$ cat config.mk
export PLATFORM = sky130hd
export DESIGN_NAME = frame_bit_serializer
export DESIGN_NICKNAME = d
export VERILOG_FILES = /design/src/rtl/fbs_pkg.sv /design/src/rtl/fbs_order_plan.sv /design/src/rtl/fbs_bit_walker.sv /design/src/rtl/fbs_frame_hold.sv /design/src/rtl/frame_bit_serializer.sv
export SDC_FILE = /design/constraint.sdc
export NUM_CORES = 1
export LEC_CHECK = 0
export BUFFER_PORTS_ARGS = -buffer_cell sky130_fd_sc_hd__buf_2
export CAP_MARGIN = 20
export CELL_PAD_IN_SITES_DETAIL_PLACEMENT = 0
export CELL_PAD_IN_SITES_GLOBAL_PLACEMENT = 2
export CORE_MARGIN = 8
export CORE_UTILIZATION = 33
export DETAILED_ROUTE_END_ITERATION = 16
export GPL_TIMING_DRIVEN = 1
export PLACE_DENSITY = 0.88
export SYNTH_ARGS = -nofsm -noshare
export SYNTH_HDL_FRONTEND = slang
export SYNTH_SLANG_ARGS = --single-unit
$ cat constraint.sdc
create_clock -name clk -period 2.3 [get_ports clk]
set_input_delay 0.46 -clock clk [delete_from_list [all_inputs] [get_ports clk]]
set_output_delay 0.46 -clock clk [all_outputs]
set_load 0.02 [all_outputs]
$ cat src/rtl/fbs_pkg.sv
package fbs_pkg;
    typedef enum logic [1:0] {
        ST_IDLE   = 2'd0,
        ST_SHIFT  = 2'd1,
        ST_FINISH = 2'd2
    } fbs_state_e;
endpackage

$ cat src/rtl/fbs_order_plan.sv
// Works out, from the requested length and order, where the walk starts,
// how many steps follow the first bit, and which way the index moves.
module fbs_order_plan #(
    parameter int DATA_W  = 16,
    parameter int ELEM_W  = 8,
    parameter int MIN_LEN = 4,
    parameter int LEN_W   = 5,
    parameter int IDX_W   = 4
) (
    input  logic [LEN_W-1:0] frame_len,
    input  logic             msb_first,
    output logic [IDX_W-1:0] start_idx,
    output logic [LEN_W-1:0] span,
    output logic             step_down
);
    logic [LEN_W-1:0] len_c;

    // clamp the length into the legal window
    always_comb begin
        if (frame_len < LEN_W'(MIN_LEN))
            len_c = LEN_W'(MIN_LEN);
        else if (frame_len > LEN_W'(DATA_W))
            len_c = LEN_W'(DATA_W);
        else
            len_c = frame_len;
    end

    always_comb begin
        step_down = msb_first;
        if (!msb_first) begin
            start_idx = '0;
            span      = len_c - LEN_W'(1);
        end else if (len_c == LEN_W'(ELEM_W + 1)) begin
            // one bit past an element sends the low element alone
            start_idx = IDX_W'(ELEM_W - 1);
            span      = LEN_W'(ELEM_W - 1);
        end else begin
            start_idx = IDX_W'(len_c - LEN_W'(1));
            span      = len_c - LEN_W'(1);
        end
    end
endmodule

$ cat src/rtl/fbs_bit_walker.sv
// Bit index and remaining-step counter; steps on each accepted tick.
module fbs_bit_walker #(
    parameter int LEN_W = 5,
    parameter int IDX_W = 4
) (
    input  logic             clk,
    input  logic             rst_n,
    input  logic             load,
    input  logic             advance,
    input  logic [IDX_W-1:0] start_idx,
    input  logic [LEN_W-1:0] span,
    input  logic             step_down,
    output logic [IDX_W-1:0] idx,
    output logic             last
);
    logic [IDX_W-1:0] idx_q;
    logic [LEN_W-1:0] rem_q;
    logic             down_q;

    always_ff @(posedge clk) begin
        if (!rst_n) begin
            idx_q  <= '0;
            rem_q  <= '0;
            down_q <= 1'b0;
        end else if (load) begin
            idx_q  <= start_idx;
            rem_q  <= span;
            down_q <= step_down;
        end else if (advance && (rem_q != '0)) begin
            idx_q  <= down_q ? (idx_q - IDX_W'(1)) : (idx_q + IDX_W'(1));
            rem_q  <= rem_q - LEN_W'(1);
        end
    end

    assign idx  = idx_q;
    assign last = (rem_q == '0);

    // each accepted step moves the index by exactly one position
    a_r5_single_step: assert property (@(posedge clk) disable iff (!rst_n)
        (advance && !load && (rem_q != '0)) |=>
            ((idx_q == IDX_W'($past(idx_q) + IDX_W'(1))) ||
             (idx_q == IDX_W'($past(idx_q) - IDX_W'(1)))));

    // no tick, no movement
    a_r5_walker_hold: assert property (@(posedge clk) disable iff (!rst_n)
        (!advance && !load) |=> $stable(idx_q) && $stable(rem_q));
endmodule

$ cat src/rtl/fbs_frame_hold.sv
// Holds the buffer elements for the duration of a frame; selects one bit.
module fbs_frame_hold #(
    parameter int DATA_W = 16,
    parameter int ELEM_W = 8,
    parameter int IDX_W  = 4
) (
    input  logic              clk,
    input  logic              rst_n,
    input  logic              capture,
    input  logic [DATA_W-1:0] frame_in,
    input  logic [IDX_W-1:0]  sel,
    output logic              bit_out
);
    localparam int ELEMS = DATA_W / ELEM_W;

    logic [DATA_W-1:0] held;

    for (genvar e = 0; e < ELEMS; e++) begin : g_elem
        logic [ELEM_W-1:0] q;
        always_ff @(posedge clk) begin
            if (!rst_n)
                q <= '0;
            else if (capture)
                q <= frame_in[e*ELEM_W +: ELEM_W];
        end
        assign held[e*ELEM_W +: ELEM_W] = q;
    end

    assign bit_out = held[sel];

    // the held frame changes only when a capture is requested
    a_r8_hold_stable: assert property (@(posedge clk) disable iff (!rst_n)
        !capture |=> $stable(held));
endmodule

$ cat src/rtl/frame_bit_serializer.sv
module frame_bit_serializer #(
    parameter int ELEM_W  = 8,
    parameter int MIN_LEN = 4
) (
    input  logic              clk,
    input  logic              rst_n,
    input  logic              load_valid,
    output logic              load_ready,
    input  logic [ELEM_W-1:0] elem_lo,
    input  logic [ELEM_W-1:0] elem_hi,
    input  logic [4:0]        frame_len,
    input  logic              msb_first,
    input  logic              bit_tick,
    output logic              tx_bit,
    output logic              busy,
    output logic              done
);
    import fbs_pkg::*;

    localparam int DATA_W = 2 * ELEM_W;
    localparam int IDX_W  = $clog2(DATA_W);
    localparam int LEN_W  = 5;

    fbs_state_e state_q, state_d;

    logic             accept;
    logic             advance;
    logic             walk_last;
    logic             held_bit;
    logic [IDX_W-1:0] walk_idx;
    logic [IDX_W-1:0] plan_start;
    logic [LEN_W-1:0] plan_span;
    logic             plan_down;

    assign accept  = (state_q == ST_IDLE) && load_valid;
    assign advance = (state_q == ST_SHIFT) && bit_tick;

    fbs_order_plan #(
        .DATA_W (DATA_W),
        .ELEM_W (ELEM_W),
        .MIN_LEN(MIN_LEN),
        .LEN_W  (LEN_W),
        .IDX_W  (IDX_W)
    ) u_plan (
        .frame_len(frame_len),
        .msb_first(msb_first),
        .start_idx(plan_start),
        .span     (plan_span),
        .step_down(plan_down)
    );

    fbs_bit_walker #(
        .LEN_W(LEN_W),
        .IDX_W(IDX_W)
    ) u_walk (
        .clk      (clk),
        .rst_n    (rst_n),
        .load     (accept),
        .advance  (advance),
        .start_idx(plan_start),
        .span     (plan_span),
        .step_down(plan_down),
        .idx      (walk_idx),
        .last     (walk_last)
    );

    fbs_frame_hold #(
        .DATA_W(DATA_W),
        .ELEM_W(ELEM_W),
        .IDX_W (IDX_W)
    ) u_hold (
        .clk     (clk),
        .rst_n   (rst_n),
        .capture (accept),
        .frame_in({elem_hi, elem_lo}),
        .sel     (walk_idx),
        .bit_out (held_bit)
    );

    // State register
    always_ff @(posedge clk) begin
        if (!rst_n)
            state_q <= ST_IDLE;
        else
            state_q <= state_d;
    end

    // Next-state logic
    always_comb begin
        state_d = state_q;
        unique case (state_q)
            ST_IDLE:   if (load_valid) state_d = ST_SHIFT;
            ST_SHIFT:  if (bit_tick && walk_last) state_d = ST_FINISH;
            ST_FINISH: state_d = ST_IDLE;
            default:   state_d = ST_IDLE;
        endcase
    end

    // Outputs
    always_comb begin
        load_ready = 1'b0;
        busy       = 1'b0;
        done       = 1'b0;
        tx_bit     = 1'b1;
        unique case (state_q)
            ST_IDLE:   load_ready = 1'b1;
            ST_SHIFT:  begin busy = 1'b1; tx_bit = held_bit; end
            ST_FINISH: begin busy = 1'b1; done = 1'b1; end
            default:   load_ready = 1'b0;
        endcase
    end

    // an accepted load starts a frame in the next cycle
    a_r6_load_starts: assert property (@(posedge clk) disable iff (!rst_n)
        (load_valid && load_ready) |=> (busy && !load_ready && !done));

    // data bit holds while no tick arrives
    a_r5_tx_hold: assert property (@(posedge clk) disable iff (!rst_n)
        (busy && !done && !bit_tick) |=> $stable(tx_bit));

    // done lasts a single cycle and is followed by readiness
    a_r7_done_single: assert property (@(posedge clk) disable iff (!rst_n)
        done |=> (!done && load_ready && !busy));

    // idle line is high
    a_r1_idle_high: assert property (@(posedge clk) disable iff (!rst_n)
        !busy |-> tx_bit);
endmodule

### After elaboration in Yosys (flattened, before gate mapping)

Cells that the tools add are included.

* register bits after elaboration: 28
* output and inout port bits: 4
* logic and storage cells: 48

* $add $sub $neg: 4
* magnitude comparators: 3
* equality and inequality tests: 5
* mux-type cells: 20
* reduce and logical (&&, ||, !) cells: 10

Operators with widths (number)
* 5-bit 2-to-1 mux: 6
* 4-bit 2-to-1 mux: 5
* 5-bit by 1-bit subtractor with 5-bit output, second input constant: 2
* 5-bit by 4-bit equality test with 1-bit output, second input constant: 1
* 5-bit > comparator, second input constant: 1
* 5-bit logical NOT: 1
* 4-bit by 5-bit less-than comparator with 1-bit output, second input constant: 1
* 5-bit by 3-bit less-than comparator with 1-bit output, second input constant: 1
* 1-bit 2-to-1 mux: 5
* 5-bit nonzero test: 1
* 4-bit by 1-bit adder with 4-bit output, second input constant: 1
* 1-bit binary-select mux with 4-bit select: 1
* 1-bit logical AND: 4
* 2-bit 2-to-1 mux: 2
* 2-bit one-hot mux with 2 select lines: 1
* 4-bit by 1-bit subtractor with 4-bit output, second input constant: 1
* 2-bit by 1-bit equality test with 1-bit output, second input constant: 1
* 2-bit equality test, second input constant: 1
* 2-bit logical NOT: 1
* 2-bit by 1-bit inequality test with 1-bit output, second input constant: 1
* 2-bit inequality test, second input constant: 1
* 2-bit AND reduction: 1
* 2-bit nonzero test: 1
* 2-bit OR reduction: 1

### Longest topological paths before layout

Gate-level depths: netlist of run 1.

* depth after elaboration: 7
* depth in mapped cells: 8
* mapped depth without buffers: 8

### Cells and area by module

Synthesis of run 1 repeated with hierarchy kept, for this count alone.

* cell total of the unflattened synthesis: 173
* area, all modules: 1699.1 um^2

By module, submodules not included
* fbs_frame_hold: times used 1, cells an instance 58, area an instance 732.0 um^2
* fbs_bit_walker: times used 1, cells an instance 71, area an instance 598.1 um^2
* fbs_order_plan: times used 1, cells an instance 25, area an instance 186.4 um^2
* frame_bit_serializer: times used 1, cells an instance 19, area an instance 182.7 um^2

### Least setup slack after synthesis of run 1

OpenSTA, ideal clock, no wires.

* path kind: reg2out
* start point: reg u_walk.idx_q[1] (netlist: u_walk.idx[1])
* end point: out tx_bit
* arrival: 1.656 ns
* required time: 1.840 ns
* path slack: 0.184 ns
* cell stages (with the launch flop): 5
* path buffers: 1
* path through: dfxtp_1 -> buf_6 -> mux4_1 -> mux4_2 -> nand2b_1

* word-level cells in the longest chain between the ends: 3

RTL lines
* start: declaration: line fbs_bit_walker.sv:16 `logic [IDX_W-1:0] idx_q;`
* start signal: assignment: line fbs_bit_walker.sv:26 `idx_q <= start_idx;`
* start signal: assignment: line fbs_bit_walker.sv:30 `idx_q <= down_q ? (idx_q - IDX_W'(1)) : (idx_q + IDX_W'(1));`
* 1-bit binary-select mux with 4-bit select: line fbs_frame_hold.sv:29 `assign bit_out = held[sel];`
* 1-bit 2-to-1 mux (not written as such): line fbs_frame_hold.sv:29
* 1-bit 2-to-1 mux: line frame_bit_serializer.sv:105 `unique case (state_q)`
* end: declaration: line frame_bit_serializer.sv:14 `output logic tx_bit,`

Every way passes these cells. The select of a mux whose other input is x is not followed.

### Worst setup path after layout of run 1

Same ends and word-level chain as after synthesis.

==> metrics.yaml, run 1 <==
status: "finished, violations left"
violations: "setup timing"
gp_congestion: 0.7412
powerDensity_nw_per_um2: 667.6
post_cts_buffers: 0
drv_cap: 0
p_leak_nw: 0.7681
start_util: 0.3413
hold_end: "u_hold.g_elem[1].q[2]$_SDFFE_PN0P_"
grt_pass1_wl_um: 6196
ioPinCount: 30
rr_startpoint: "u_walk.rem_q[0]$_SDFFE_PN0P_"
r2r_cells: 8
worstHoldStart: "elem_hi[2]"
synthArstFlopShare: 0
via_per_inst: 4.895
synth_ff_type: "dfxtp_1"
cts_made_buffers: 3
synth_edf_count: 0
r2r_slack_ns: 0.32
design.die.area_um2: 7338
die_h_um: 85.67
ys_seq_elements: 28
holdPathStages: 3
coreArea_um2: 4692
period_minus_slack_ns: 2.417
crit_required_ns: 1.84
fin_nets: 250
synth_seq_area_share: 0.3500
final_cell_mix: "nand2_1, buf_2, dfxtp_1"
synthTopCellsByArea: "dfxtp_1, nand2_1, a21boi_0"
layout-drive-gt1-share: 0.2311
clkSinkCount: 28
wl_per_cell_um: 13.46
drt-pass1-iter-count: 4
path_common_cell: "mux4_2"
cpMaxStageDelayCell: "mux4_2"
syn_area_per_cell_um2: 8.800
peakVddDrop_uv: 242.2
grt.total_usage: 0.1025
critPathArrivalTime_ns: 1.96
fin_crit_sh: 1.051
slowest_delay_ns: 0.50
worst_slack_ns: -0.1171
dp_hpwl_um: 2678
num_vias: 1302
dp.cells: 262
grt_pass1_vias: 1381
diodes: 0
endpoint_kind: "output port"
route.detailed.drc: 0
cts_hold_buf: 0
drtIter0Drc: 101
maxSlewViolCount: 0
grt_setup_unrepaired: "yes"
antenna_found_initial: 0
setup_viol: 1
cts_root_buf: "clkbuf_8"
clock_latency_ns: 0.28
dpl_cell_area_um2: 1818
rows: 25
cp_top_family: "multiplexers"
h-tree-depth: 1
yosys_warnings: 0
synth.largest_area_cell: "dfxtp_1"
crit_path_max_fanout: 5
startpoint_type: "register"
whs_ns: 0.4188
tritoncts: "yes"
area_growth_syn_to_layout_pct: 17.11
worst_r2r_endpoint: "u_walk.rem_q[3]$_SDFFE_PN0P_"
hold_class: "in -> reg"
relSlewSlack: 0.5738
fin_skew_ns: 0.007757
synth.distinct_cells: 38
postSynthCellCount: 182
finalHoldViolations: 0
syn_area_um2: 1602
path_clk_slew_ns: 0.10
routed_wl_um: 3580
path_buf_inv: 1
crit_chain: "mux4_2, mux4_2, nand2b_4, buf_6"
crit_type: "reg -> out"
fp.dieW_um: 85.67
io_buffers: 29
grt_overflow: 0
tightest_slew_ns: 0.6390
cts_buffer_depth: 2
grt_max_degree: 29
fin_area_um2: 1876
synth_top_area_frac: 0.3500
mappedNetlistNets: 219
final_cells: 266
fmax_mhz: 413.7
final_common_cell: "nand2_1"
antenna_left: 0
[flip-flops by register name (all words and copies together), names as in the netlist]
| signal | flops |
|---|---|
| u_walk.down_q | 1 |
| u_walk.rem_q | 5 |
| u_hold.g_elem.q | 16 |
| u_walk.idx | 4 |
| state_q | 2 |
[metal layers]
layer | global-route usage | vias up | wire [um]
li1 | - | 689 | -
met3 | 0.02483 | 4 | 129
met1 | 0.1314 | 585 | 1802
met2 | 0.1700 | 24 | 1629
met4 | 0.01911 | 0 | 18
met5 | 0 | - | 0
[cells by family after synthesis]
logic type / Yosys count / share of synthesized area
flip-flops: 28 / 0.3500
AND/OR/NAND/NOR: 68 / 0.1922
buffers and inverters: 18 / 0.04687
multiplexers: 7 / 0.09219
AO/OA/AOI/OAI: 44 / 0.1953
XOR/XNOR: 6 / 0.03282
adder cells (fa/ha/maj): 11 / 0.09063
[per-stage QoR]
stage / setup WS (ns) / util / setup TNS, ns / total power, mW
after global placement: 0.08735 / 0.3875 / 0 / 0.9433
after detailed placement: 0.01379 / 0.3875 / 0 / 0.9480
after global routing: -0.2007 / 0.3997 / -0.2007 / 1.356
after CTS: -0.1296 / 0.3997 / -0.1296 / 1.269
final: -0.1171 / 0.3997 / -0.1171 / 1.252
after floorplan: 0.1835 / - / 0 / 0.8381
[cell usage after synthesis (2+ instances only)]
| library cell | instances |
|---|---|
| nor2b_1 | 2 |
| nor4b_1 | 2 |
| a21oi_1 | 7 |
| o211ai_1 | 3 |
| inv_1 | 9 |
| dfxtp_1 | 28 |
| a21boi_0 | 19 |
| ha_1 | 10 |
| o31a_1 | 2 |
| nand2b_1 | 2 |
| nor2_1 | 3 |
| and3_1 | 2 |
| clkbuf_1 | 8 |
| xor2_1 | 3 |
| nand2_1 | 45 |
| nor3_1 | 3 |
| and2_1 | 3 |
| mux2i_1 | 2 |
| mux4_1 | 4 |
| o21ai_0 | 5 |
| xnor2_1 | 3 |
[worst max path at each step]
stage	start	end	slack, ns	depth (start not counted)
5_1_grt	u_walk.idx[1]$_SDFFE_PN0P_	tx_bit	-0.20	4
3_5_place_dp	u_walk.idx[1]$_SDFFE_PN0P_	tx_bit	0.01	4
6_report	u_walk.idx[1]$_SDFFE_PN0P_	tx_bit	-0.12	4
4_1_cts	u_walk.idx[1]$_SDFFE_PN0P_	tx_bit	-0.13	4
2_1_floorplan	u_walk.idx[1]$_SDFFE_PN0P_	tx_bit	0.18	4
3_3_place_gp	u_walk.idx[1]$_SDFFE_PN0P_	tx_bit	0.09	4
[layout make-up]
| class | instances | area [um^2] |
|---|---|---|
| timing repair buffer | 35 | 196.4 |
| fill | 504 | 2816 |
| tap | 54 | 67.56 |
| clock buffer | 4 | 55.05 |
| inverter | 9 | 33.78 |
| sequential | 28 | 564.3 |
| multi-input combinational | 136 | 958.4 |
[worst register-to-register path, stage by stage (launching register included)]
cell	delay, ns
dfxtp_1	0.37
inv_1	0.08
ha_1	0.20
nor4b_1	0.14
buf_4	0.14
or2_2	0.34
nor4_1	0.25
xor2_1	0.11
a31o_2	0.25
[power breakdown]
group | switching (mW) | internal [mW]
registers | 0.0449 | 0.538
clock network | 0.151 | 0.153
logic | 0.193 | 0.172
[what timing repair did]
action                                  4_1_cts  5_1_grt
gates resized for setup                       9        0
endpoints found under the hold margin         0        0
gates cloned                                  0        0
endpoints found under the setup margin        1        1
No activity file was read; power rests on OpenSTA's default activity.
==> inputs of run 2 (changes only) <==
--- a/config.mk
+++ b/config.mk
@@ -10,10 +10,11 @@
 export CELL_PAD_IN_SITES_DETAIL_PLACEMENT = 0
 export CELL_PAD_IN_SITES_GLOBAL_PLACEMENT = 2
 export CORE_MARGIN = 8
-export CORE_UTILIZATION = 33
+export CORE_UTILIZATION = 34
 export DETAILED_ROUTE_END_ITERATION = 16
 export GPL_TIMING_DRIVEN = 1
-export PLACE_DENSITY = 0.88
+export PLACE_DENSITY = 0.87
 export SYNTH_ARGS = -nofsm -noshare
 export SYNTH_HDL_FRONTEND = slang
+export SYNTH_HIERARCHICAL = 1
 export SYNTH_SLANG_ARGS = --single-unit
==> run 2 against run 1 <==
Fmax is 6.8% higher; clock skew is 0.0055 ns lower; clock-buffer cell count is 1 lower; die area is 2.4% higher; wire length is 3.2% lower; the run now ends clean.
==> metrics.yaml, run 2 <==
dpl_cell_area_um2: 1903
layout-drive-gt1-share: 0.2500
design.die.area_um2: 7515
h-tree-depth: 1
rows: 25
cts_buffer_depth: 2
synth.distinct_cells: 45
yosys_warnings: 6
hold_class: "in -> reg"
startpoint_type: "register"
post_cts_buffers: 0
synth_ff_type: "dfxtp_1"
fin_skew_ns: 0.002222
fin_nets: 238
cts_root_buf: "clkbuf_8"
largest_register: "u_hold/g_elem.q"
coreArea_um2: 4786
fin_util: 0.4052
num-fill-cells: 479
grt_setup_unrepaired: "yes"
drtIter0Drc: 49
ys_seq_elements: 28
routed_wl_um: 3466
final_common_cell: "buf_2"
worstHoldStart: "elem_hi[4]"
dp_hpwl_um: 2704
synth_seq_area_share: 0.3299
p_leak_nw: 0.7989
critPathArrivalTime_ns: 1.80
whs_ns: 0.4391
via_per_inst: 4.659
cts_hold_buf: 0
slowest_delay_ns: 0.51
largest_register_ffs: 16
synth.largest_area_cell: "dfxtp_1"
synth_common_cells: "dfxtp_1, mux2i_1, nor2b_1"
diodes: 0
die_h_um: 86.69
endpoint_kind: "output port"
crit_required_ns: 1.84
cts_made_buffers: 3
final_cell_mix: "buf_2, dfxtp_1, mux2i_1"
finalHoldViolations: 0
path_clk_slew_ns: 0.09
crit_chain: "mux4_2, mux2i_1, mux2i_1, or2b_1, buf_6"
r2r_slack_ns: 0.41
drv_cap: 0
antenna_found_initial: 0
grt_max_degree: 25
period_minus_slack_ns: 2.264
ioPinCount: 30
fin_crit_sh: 0.9842
yosysMostFrequentCell: "dfxtp_1"
status: "finished clean"
rr_startpoint: "u_walk/rem_q[0]$_SDFFE_PN0P_"
relSlewSlack: 0.7662
path_buf_inv: 1
r2r_cells: 6
synth_edf_count: 0
maxSlewViolCount: 0
synthArstFlopShare: 0
fin_area_um2: 1939
crit_path_max_fanout: 5
cp_top_family: "multiplexers"
fmax_mhz: 441.8
synth_top_area_frac: 0.3299
tightest_slew_ns: 0.3507
clock_latency_ns: 0.27
io_buffers: 29
postSynthCellCount: 173
antenna_left: 0
synthTopCellsByArea: "dfxtp_1, mux2i_1, ha_1"
worst_r2r_endpoint: "u_walk/idx[0]$_SDFFE_PN0P_"
tritoncts: "yes"
syn_area_um2: 1699
mappedNetlistNets: 209
cpMaxStageDelayCell: "mux4_2"
drt-pass1-iter-count: 4
peakVddDrop_uv: 262.8
fp.dieW_um: 86.69
gp_congestion: 0.7520
path_common_cell: "mux2i_1"
cts_resized: 7
syn_area_per_cell_um2: 9.822
clkSinkCount: 28
cp.depth: 5
grt.total_usage: 0.09870
route.detailed.drc: 0
hold_end: "u_hold/g_elem[1].q[4]$_SDFFE_PN0P_"
area_growth_syn_to_layout_pct: 14.14
grt_overflow: 0
grt_pass1_vias: 1294
powerDensity_nw_per_um2: 651.4
start_util: 0.3550
grt_pass1_wl_um: 6016
crit_type: "reg -> out"
setup_viol: 0
holdPathStages: 3
num_vias: 1244
wl_per_cell_um: 12.98
-- run 2: cell count changes in the layout (fill, tap and decap cells not counted), moves of 3 or more --
cell,before,now
buf_4,6,3
o211ai_1,3,0
a211oi_1,0,5
a21boi_0,19,0
mux2i_1,2,21
o21a_1,0,4
nand3_1,1,4
nand2_1,45,10
nor2b_1,2,17
-- run 2: per-layer routing --
metal  GRT usage  share of wire  up-vias
li1            -              -      660
met1      0.1239           0.50      552
met2      0.1542           0.43       27
met3     0.02930          0.057        5
met4     0.03756          0.014        0
met5           0              0        -
-- run 2: cell type report --
| cell class | count | area, um^2 | share of cell area |
|---|---|---|---|
| Timing Repair Buffer | 32 | 173.9 | 0.08968 |
| Inverter | 13 | 48.80 | 0.02516 |
| Tap cell | 67 | 83.83 | 0.04323 |
| Clock buffer | 3 | 41.29 | 0.02129 |
| Multi-Input combinational cell | 124 | 1027 | 0.5297 |
| Sequential cell | 28 | 564.3 | 0.2910 |
-- run 2: metrics by stage --
step                std cells  setup slack [ns]  setup TNS (ns)  total power [mW]
finish                    267           0.03635               0             1.263
global route              267          -0.04236        -0.04236             1.350
CTS                       267           0.01235               0             1.279
detailed placement        264            0.2105               0             1.005
global placement          264            0.2323               0             1.001
floorplan                 173            0.3316               0            0.9084
-- run 2: cells by family (layout without fill, tap and decap cells) --
family,count (synthesis),count (layout),synth area share
compound gates,29,29,0.1252
xor+xnor,5,5,0.02577
fa+ha+maj,10,10,0.07806
buf+inv,21,48,0.05669
flops,28,28,0.3299
mux,25,25,0.1856
simple gates,55,55,0.1988
-- run 2: worst max-delay path by stage --
stage,start,end,slack [ns]
4_1_cts,u_walk/idx[0]$_SDFFE_PN0P_,tx_bit,0.01
5_1_grt,u_walk/idx[0]$_SDFFE_PN0P_,tx_bit,-0.04
3_3_place_gp,u_walk/idx[0]$_SDFFE_PN0P_,tx_bit,0.23
3_5_place_dp,u_walk/idx[0]$_SDFFE_PN0P_,tx_bit,0.21
6_report,u_walk/idx[0]$_SDFFE_PN0P_,tx_bit,0.04
2_1_floorplan,u_walk/idx[0]$_SDFFE_PN0P_,tx_bit,0.33
-- run 2: worst reg2reg max path: stages, from the launching register on --
cell and delay [ns]:
dfxtp_1 0.34, inv_1 0.06, ha_1 0.17, or4b_1 0.59, and2_4 0.25, xnor2_1 0.12, a211oi_1 0.27
-- run 2: power breakdown --
group,total (mW),leakage (nW),internal (mW),switching [mW]
registers,0.592,0.231,0.542,0.0503
clock network,0.266,0.0216,0.118,0.148
logic,0.406,0.546,0.203,0.203
total,1.26,0.799,0.862,0.401
